==> config.mk <==
export PLATFORM = sky130hd
export DESIGN_NAME = msi_capture
export DESIGN_NICKNAME = d
export VERILOG_FILES = /design/src/rtl/msi_capture_pkg.sv /design/src/rtl/msi_cfg_regs.sv /design/src/rtl/msi_match.sv /design/src/rtl/msi_vec_bank.sv /design/src/rtl/msi_capture.sv
export SDC_FILE = /design/constraint.sdc
export NUM_CORES = 1
export LEC_CHECK = 0
export BUFFER_PORTS_ARGS = -buffer_cell sky130_fd_sc_hd__buf_2
export CAP_MARGIN = 20
export CORE_MARGIN = 2
export CORE_UTILIZATION = 49
export CTS_CLUSTER_SIZE = 12
export DETAILED_ROUTE_END_ITERATION = 8
export GPL_TIMING_DRIVEN = 1
export PLACE_DENSITY = 0.76
export SYNTH_ARGS = -nofsm -noshare
export SYNTH_HDL_FRONTEND = slang
export SYNTH_SLANG_ARGS = --single-unit
export TNS_END_PERCENT = 30
==> constraint.sdc <==
create_clock -name clk -period 2.4 [get_ports clk]
set_input_delay 0.24 -clock clk [delete_from_list [all_inputs] [get_ports clk]]
set_output_delay 0.24 -clock clk [all_outputs]
set_load 0.05 [all_outputs]
==> src/rtl/msi_capture_pkg.sv <==
package msi_capture_pkg;
   localparam int REG_W = 32;
   localparam int TGT_W = 2 * REG_W;
   localparam int MSG_W = 16;
   localparam int IDX_W = 3;

   typedef enum logic [IDX_W-1:0] {
      RI_TGT_LO = 3'd0,
      RI_TGT_HI = 3'd1,
      RI_MATCH  = 3'd2,
      RI_PEND   = 3'd3,
      RI_ACK    = 3'd4,
      RI_MASK   = 3'd5,
      RI_MSET   = 3'd6,
      RI_MCLR   = 3'd7
   } reg_idx_e;
endpackage

==> src/rtl/msi_cfg_regs.sv <==
module msi_cfg_regs
   import msi_capture_pkg::*;
#(
   parameter int NUM_VEC = 32
) (
   input  logic               clk,
   input  logic               rst_n,
   input  logic               reg_we,
   input  logic [IDX_W-1:0]   reg_idx,
   input  logic [REG_W-1:0]   reg_wdata,
   input  logic [NUM_VEC-1:0] pend,
   input  logic [NUM_VEC-1:0] mask,
   output logic [REG_W-1:0]   reg_rdata,
   output logic [TGT_W-1:0]   tgt,
   output logic               en,
   output logic [MSG_W-1:0]   cmp_mask,
   output logic [MSG_W-1:0]   cmp_pat,
   output logic [NUM_VEC-1:0] ack_v,
   output logic [NUM_VEC-1:0] mset_v,
   output logic [NUM_VEC-1:0] mclr_v
);
   logic [REG_W-1:0] tgt_lo_q, tgt_hi_q, match_q;
   logic [REG_W-1:0] pend_ext, mask_ext;
   reg_idx_e         idx;

   assign idx = reg_idx_e'(reg_idx);

   always_ff @(posedge clk or negedge rst_n) begin
      if (!rst_n) begin
         tgt_lo_q <= '0;
         tgt_hi_q <= '0;
         match_q  <= '0;
      end else if (reg_we) begin
         case (idx)
            RI_TGT_LO: tgt_lo_q <= reg_wdata;
            RI_TGT_HI: tgt_hi_q <= reg_wdata;
            RI_MATCH:  match_q  <= reg_wdata;
            default:   ;
         endcase
      end
   end

   assign tgt      = {tgt_hi_q, tgt_lo_q};
   assign en       = tgt_lo_q[0];
   assign cmp_mask = match_q[REG_W-1:MSG_W];
   assign cmp_pat  = match_q[MSG_W-1:0];

   assign ack_v  = (reg_we && idx == RI_ACK)  ? reg_wdata[NUM_VEC-1:0] : '0;
   assign mset_v = (reg_we && idx == RI_MSET) ? reg_wdata[NUM_VEC-1:0] : '0;
   assign mclr_v = (reg_we && idx == RI_MCLR) ? reg_wdata[NUM_VEC-1:0] : '0;

   always_comb begin
      pend_ext = '0;
      mask_ext = '0;
      pend_ext[NUM_VEC-1:0] = pend;
      mask_ext[NUM_VEC-1:0] = mask;
   end

   always_comb begin
      case (idx)
         RI_TGT_LO: reg_rdata = tgt_lo_q;
         RI_TGT_HI: reg_rdata = tgt_hi_q;
         RI_MATCH:  reg_rdata = match_q;
         RI_PEND:   reg_rdata = pend_ext;
         RI_MASK:   reg_rdata = mask_ext;
         default:   reg_rdata = '0;
      endcase
   end
endmodule

==> src/rtl/msi_match.sv <==
module msi_match
   import msi_capture_pkg::*;
#(
   parameter int NUM_VEC = 32
) (
   input  logic               msg_valid,
   input  logic [TGT_W-1:0]   msg_addr,
   input  logic [MSG_W-1:0]   msg_data,
   input  logic               en,
   input  logic [TGT_W-1:0]   tgt,
   input  logic [MSG_W-1:0]   cmp_mask,
   input  logic [MSG_W-1:0]   cmp_pat,
   output logic               hit,
   output logic [NUM_VEC-1:0] set_v
);
   localparam int VEC_W = $clog2(NUM_VEC);

   logic addr_eq, data_eq;
   logic unused_low_bits;

   assign addr_eq = (msg_addr[TGT_W-1:2] == tgt[TGT_W-1:2]);
   assign data_eq = (((msg_data ^ cmp_pat) & cmp_mask) == '0);
   assign hit     = msg_valid & en & addr_eq & data_eq;

   assign set_v = hit ? ({{(NUM_VEC-1){1'b0}}, 1'b1} << msg_data[VEC_W-1:0]) : '0;

   assign unused_low_bits = ^{msg_addr[1:0], tgt[1:0]};
endmodule

==> src/rtl/msi_vec_bank.sv <==
module msi_vec_bank #(
   parameter int NUM_VEC = 32,
   parameter bit IRQ_REG = 1'b0
) (
   input  logic               clk,
   input  logic               rst_n,
   input  logic [NUM_VEC-1:0] set_v,
   input  logic [NUM_VEC-1:0] ack_v,
   input  logic [NUM_VEC-1:0] mset_v,
   input  logic [NUM_VEC-1:0] mclr_v,
   output logic [NUM_VEC-1:0] pend,
   output logic [NUM_VEC-1:0] mask,
   output logic               irq
);
   for (genvar v = 0; v < NUM_VEC; v++) begin : g_vec
      always_ff @(posedge clk or negedge rst_n) begin
         if (!rst_n) begin
            pend[v] <= 1'b0;
            mask[v] <= 1'b1;
         end else begin
            // a new event beats an acknowledge of the same bit
            pend[v] <= (pend[v] & ~ack_v[v]) | set_v[v];
            // an unmask beats a mask of the same bit
            mask[v] <= (mask[v] | mset_v[v]) & ~mclr_v[v];
         end
      end
   end

   logic any_live;
   assign any_live = |(pend & ~mask);

   if (IRQ_REG) begin : g_irq_reg
      logic irq_q;
      always_ff @(posedge clk or negedge rst_n) begin
         if (!rst_n) irq_q <= 1'b0;
         else        irq_q <= any_live;
      end
      assign irq = irq_q;
   end else begin : g_irq_comb
      assign irq = any_live;
   end
endmodule

==> src/rtl/msi_capture.sv <==
module msi_capture
   import msi_capture_pkg::*;
#(
   parameter int NUM_VEC = 32,
   parameter bit IRQ_REG = 1'b0
) (
   input  logic              clk,
   input  logic              rst_n,
   input  logic              msg_valid,
   input  logic [TGT_W-1:0]  msg_addr,
   input  logic [MSG_W-1:0]  msg_data,
   output logic              msg_hit,
   input  logic              reg_we,
   input  logic [IDX_W-1:0]  reg_idx,
   input  logic [REG_W-1:0]  reg_wdata,
   output logic [REG_W-1:0]  reg_rdata,
   output logic              irq_out
);
   if (NUM_VEC < 2 || NUM_VEC > REG_W || (NUM_VEC & (NUM_VEC - 1)) != 0) begin : g_bad_num_vec
      $error("NUM_VEC must be a power of two between 2 and the register width");
   end
   if ($clog2(NUM_VEC) > MSG_W) begin : g_bad_msg_w
      $error("vector index does not fit in the message data");
   end

   logic [TGT_W-1:0]   tgt;
   logic               en;
   logic [MSG_W-1:0]   cmp_mask, cmp_pat;
   logic [NUM_VEC-1:0] set_v, ack_v, mset_v, mclr_v;
   logic [NUM_VEC-1:0] status_q, mask_q;

   msi_cfg_regs #(.NUM_VEC(NUM_VEC)) u_regs (
      .clk(clk), .rst_n(rst_n),
      .reg_we(reg_we), .reg_idx(reg_idx), .reg_wdata(reg_wdata),
      .pend(status_q), .mask(mask_q), .reg_rdata(reg_rdata),
      .tgt(tgt), .en(en), .cmp_mask(cmp_mask), .cmp_pat(cmp_pat),
      .ack_v(ack_v), .mset_v(mset_v), .mclr_v(mclr_v)
   );

   msi_match #(.NUM_VEC(NUM_VEC)) u_match (
      .msg_valid(msg_valid), .msg_addr(msg_addr), .msg_data(msg_data),
      .en(en), .tgt(tgt), .cmp_mask(cmp_mask), .cmp_pat(cmp_pat),
      .hit(msg_hit), .set_v(set_v)
   );

   msi_vec_bank #(.NUM_VEC(NUM_VEC), .IRQ_REG(IRQ_REG)) u_bank (
      .clk(clk), .rst_n(rst_n),
      .set_v(set_v), .ack_v(ack_v), .mset_v(mset_v), .mclr_v(mclr_v),
      .pend(status_q), .mask(mask_q), .irq(irq_out)
   );
endmodule

==> metrics.csv <==
metric,value,unit
start_util,49.71,%
whs_path_depth,2,
worst_path_most_repeated_cell,nand4_1,
endpoint,msg_hit,
synth.area.top_cells,"dfrtp_1 (36%), mux2_2 (11%), dfstp_2 (9.4%), mux2i_1 (7.1%), a21oi_1 (5.4%)",
cp_cell_sequence,"xnor2_1, buf_4, nand4_1, nor4_1, nand4_1, or4_4, nor2_4, buf_8",
tightestPinTransition,728.7,ps
dp.cells,1253,
synth_nets,995,
ys_seq_elements,160,
dp_slack,-113.1,ps
power.leakage,4.819,nW
cp.buffers_inverters,2,
layout-drive-gt1-share,38.81,%
fin_ws,-387.3,ps
cp_max_fo,3,
cp.arrival,2550,ps
cp_slowest_cell,or4_4,
finalSetupViolCount,22,
max_freq,358.8,MHz
synth_largest_area_cell,dfrtp_1,
violations,negative setup slack,
drt_iter0_drc,800,
reg2reg_slack,-80,ps
vias_per_cell,6.096,
routedWlPerCell,24.00,µm
die_w,138.8,µm
grt_setup_unrepaired,yes,
max_slew_margin,51.32,%
startpoint_type,flop,
syn-mean-instance-area,10.16,µm²
clock_path_buffers,2,
ys_types,43,
period_minus_slack,2787,ps
grt_first_pass_wirelength,46750,µm
gp_congestion,1.040,
grt.overflow.total,0,
slowest_delay,540,ps
die_area,19250,µm²
cellPowerDensity,808.5,nW/µm²
fin_nets,1166,
core,17900,µm²
clkTransAtPathRegs,60,ps
r2r_cells,9,
area_delta_synth_final,23.96,%
antenna_found_initial,1,
routed_wirelength,30920,µm
hp-class,primary input to flop,
ioPinCount,153,
maxSlewViolCount,0,
max-vdd-ir-drop,0.5341,mV
cts_sinks,160,
die_y,138.8,µm
yosysWarnings,0,
async_flop_share,100.0,%
ant_nets,0,
diodes,0,
drc,0,
yosysSeqAreaShare,45.44,%
synth_edf_count,0,
finalSetupTns,-1650,ps
finalClockSkew,8.894,ps
syn_inst,876,
cts_max_level,4,
end_kind,output pin,
cap_violations,0,
synth_flop_cell,dfrtp_1,
routed-via-count,7852,
status,"complete, but fails checks",
finalHoldViolations,0,
layout.cells.non_filler,1288,
path_delay_family,simple AND/OR/NAND/NOR gates,
cts_tree,built,
insertion_delay,440,ps
grtUsageTotal,32.18,%
drt_first_pass_iters,5,
synth_top_area_share,36.00,%
hpwlAfterDp,22390,µm
crit_start,u_regs.tgt_lo_q[22]$_DFFE_PN0P_,
cp.required,2160,ps
grt_max_degree,60,
num_rows,49,
r2r_end,u_bank.pend[20]$_DFF_PN0_,
cts_root_buffer,clkbuf_16,
grt_pass1_vias,7839,
worst-path-stages,8,
numPortBuffers,150,
crit_type,flop to output pin,
netlist_area,8899,µm²
rr_startpoint,u_regs.tgt_lo_q[22]$_DFFE_PN0P_,
cts_buffers,17,
finalCritPeriodShare,116.1,%
-- sequential cells by signal (all words and copies together) (netlist names) --
| register | cells |
|---|---|
| u_bank.pend | 32 |
| u_regs.tgt_lo_q | 32 |
| u_regs.match_q | 32 |
| u_bank.mask | 32 |
| u_regs.tgt_hi_q | 32 |
-- how the worst min path moves through the flow --
stage,startpoint,endpoint
after global routing,reg_wdata[3],u_bank.mask[3]$_DFF_PN1_
after CTS,reg_wdata[3],u_bank.mask[3]$_DFF_PN1_
final,reg_wdata[3],u_bank.mask[3]$_DFF_PN1_
after floorplan,rst_n,u_bank.pend[0]$_DFF_PN0_
after detailed placement,rst_n,u_regs.tgt_lo_q[31]$_DFFE_PN0P_
after global placement,rst_n,u_regs.tgt_hi_q[24]$_DFFE_PN0P_
-- metrics by stage --
stage                     power [mW]  utilization [%]  cell area, µm²  hold WS (ps)
after floorplan                5.050                -            8945        -55.59
after global placement         5.986            57.26           10250         209.2
after detailed placement       6.063            57.26           10250         211.3
after CTS                      8.872            61.04           10930        0.1583
after global routing           9.234            61.62           11030         10.80
final                          8.918            61.62           11030         15.19
-- routing by layer --
metal	global-route usage (%)	vias to the layer above	wire length, µm
met5	0	-	0
met4	17.07	0	1696
met3	5.559	87	2444
met2	50.17	437	14220
met1	43.22	3871	12550
li1	-	3457	-
-- power by group --
group | internal (mW) | switching (mW)
registers | 3.27 | 0.521
clock network | 1.66 | 1.12
logic | 1.01 | 1.34
total | 5.94 | 2.98
-- cell type report --
cell class                      instances  area [µm²]
Clock buffer                           21       450.4
Clock inverter                         10       138.9
Fill cell                            1497        6872
Inverter                               46       172.7
Multi-Input combinational cell        617        4632
Sequential cell                       160        4044
Tap cell                              229       286.5
Timing Repair Buffer                  205        1306
-- timing repair --
item | CTS | global route
buffers inserted | 0 | 2
endpoints found under the hold margin | 38 | 0
endpoints found under the setup margin | 33 | 33
hold buffers | 1 | 0
pin swaps | 4 | 3
gates resized for setup | 12 | 11
cloned | 0 | 1
-- cells in the mapped netlist, types with 3 or more instances --
cell type / number
dfrtp_1: 128
nand2_1: 106
a21oi_1: 96
mux2_2: 88
mux2i_1: 63
o22ai_1: 50
inv_1: 45
nor2_1: 40
xor2_1: 40
clkbuf_1: 35
dfstp_2: 32
o31ai_2: 29
xnor2_1: 25
buf_1: 12
nor4_1: 11
nand4_1: 10
nor2b_1: 8
o21ai_0: 8
a22oi_1: 6
nand3_1: 6
a221oi_1: 5
buf_8: 3
o31ai_1: 3
-- layout by cell type, fill, tap and decap left out, types with 3 or more instances in the layout --
cell        Yosys  final
o31ai_2        29     28
nand3_1         6      6
clkbuf_16       0     18
dfrtp_1       128    128
buf_2           2    147
xor2_1         40     40
clkinvlp_4      0      4
a22oi_1         6      6
bufinv_16       0      3
o22ai_2         0      7
dfstp_2        32     32
xnor2_2         0      9
nor4_1         11      8
nor2_1         40     36
buf_12          0      8
clkbuf_1       35      3
a21oi_1        96     96
mux2_2         88     88
nor4_2          0      3
mux2i_1        63     63
nand4_1        10     10
nor2b_1         8      7
inv_1          45     45
buf_4           0     45
xnor2_1        25     16
o21ai_0         8      8
nand2_1       106    106
o22ai_1        50     43
a221oi_1        5      5
-- cells by family after synthesis --
kind of cell              synth area share [%]
AOI/OAI and AO/OA                        15.55
xor gates and xnor gates                 6.398
buffers and inverters                    4.668
DFF                                      45.44
muxes                                    18.22
and+or+nand+nor                          9.716
-- worst reg2reg max path, stage by stage, from the launching register on --
cell and delay [ps]:
dfrtp_1 390, xnor2_1 160, buf_4 160, nand4_1 140
nor4_1 290, nand4_1 130, or4_4 540, buf_4 180
clkbuf_16 180, o31ai_2 220
Power figures use the tool's default switching activity.
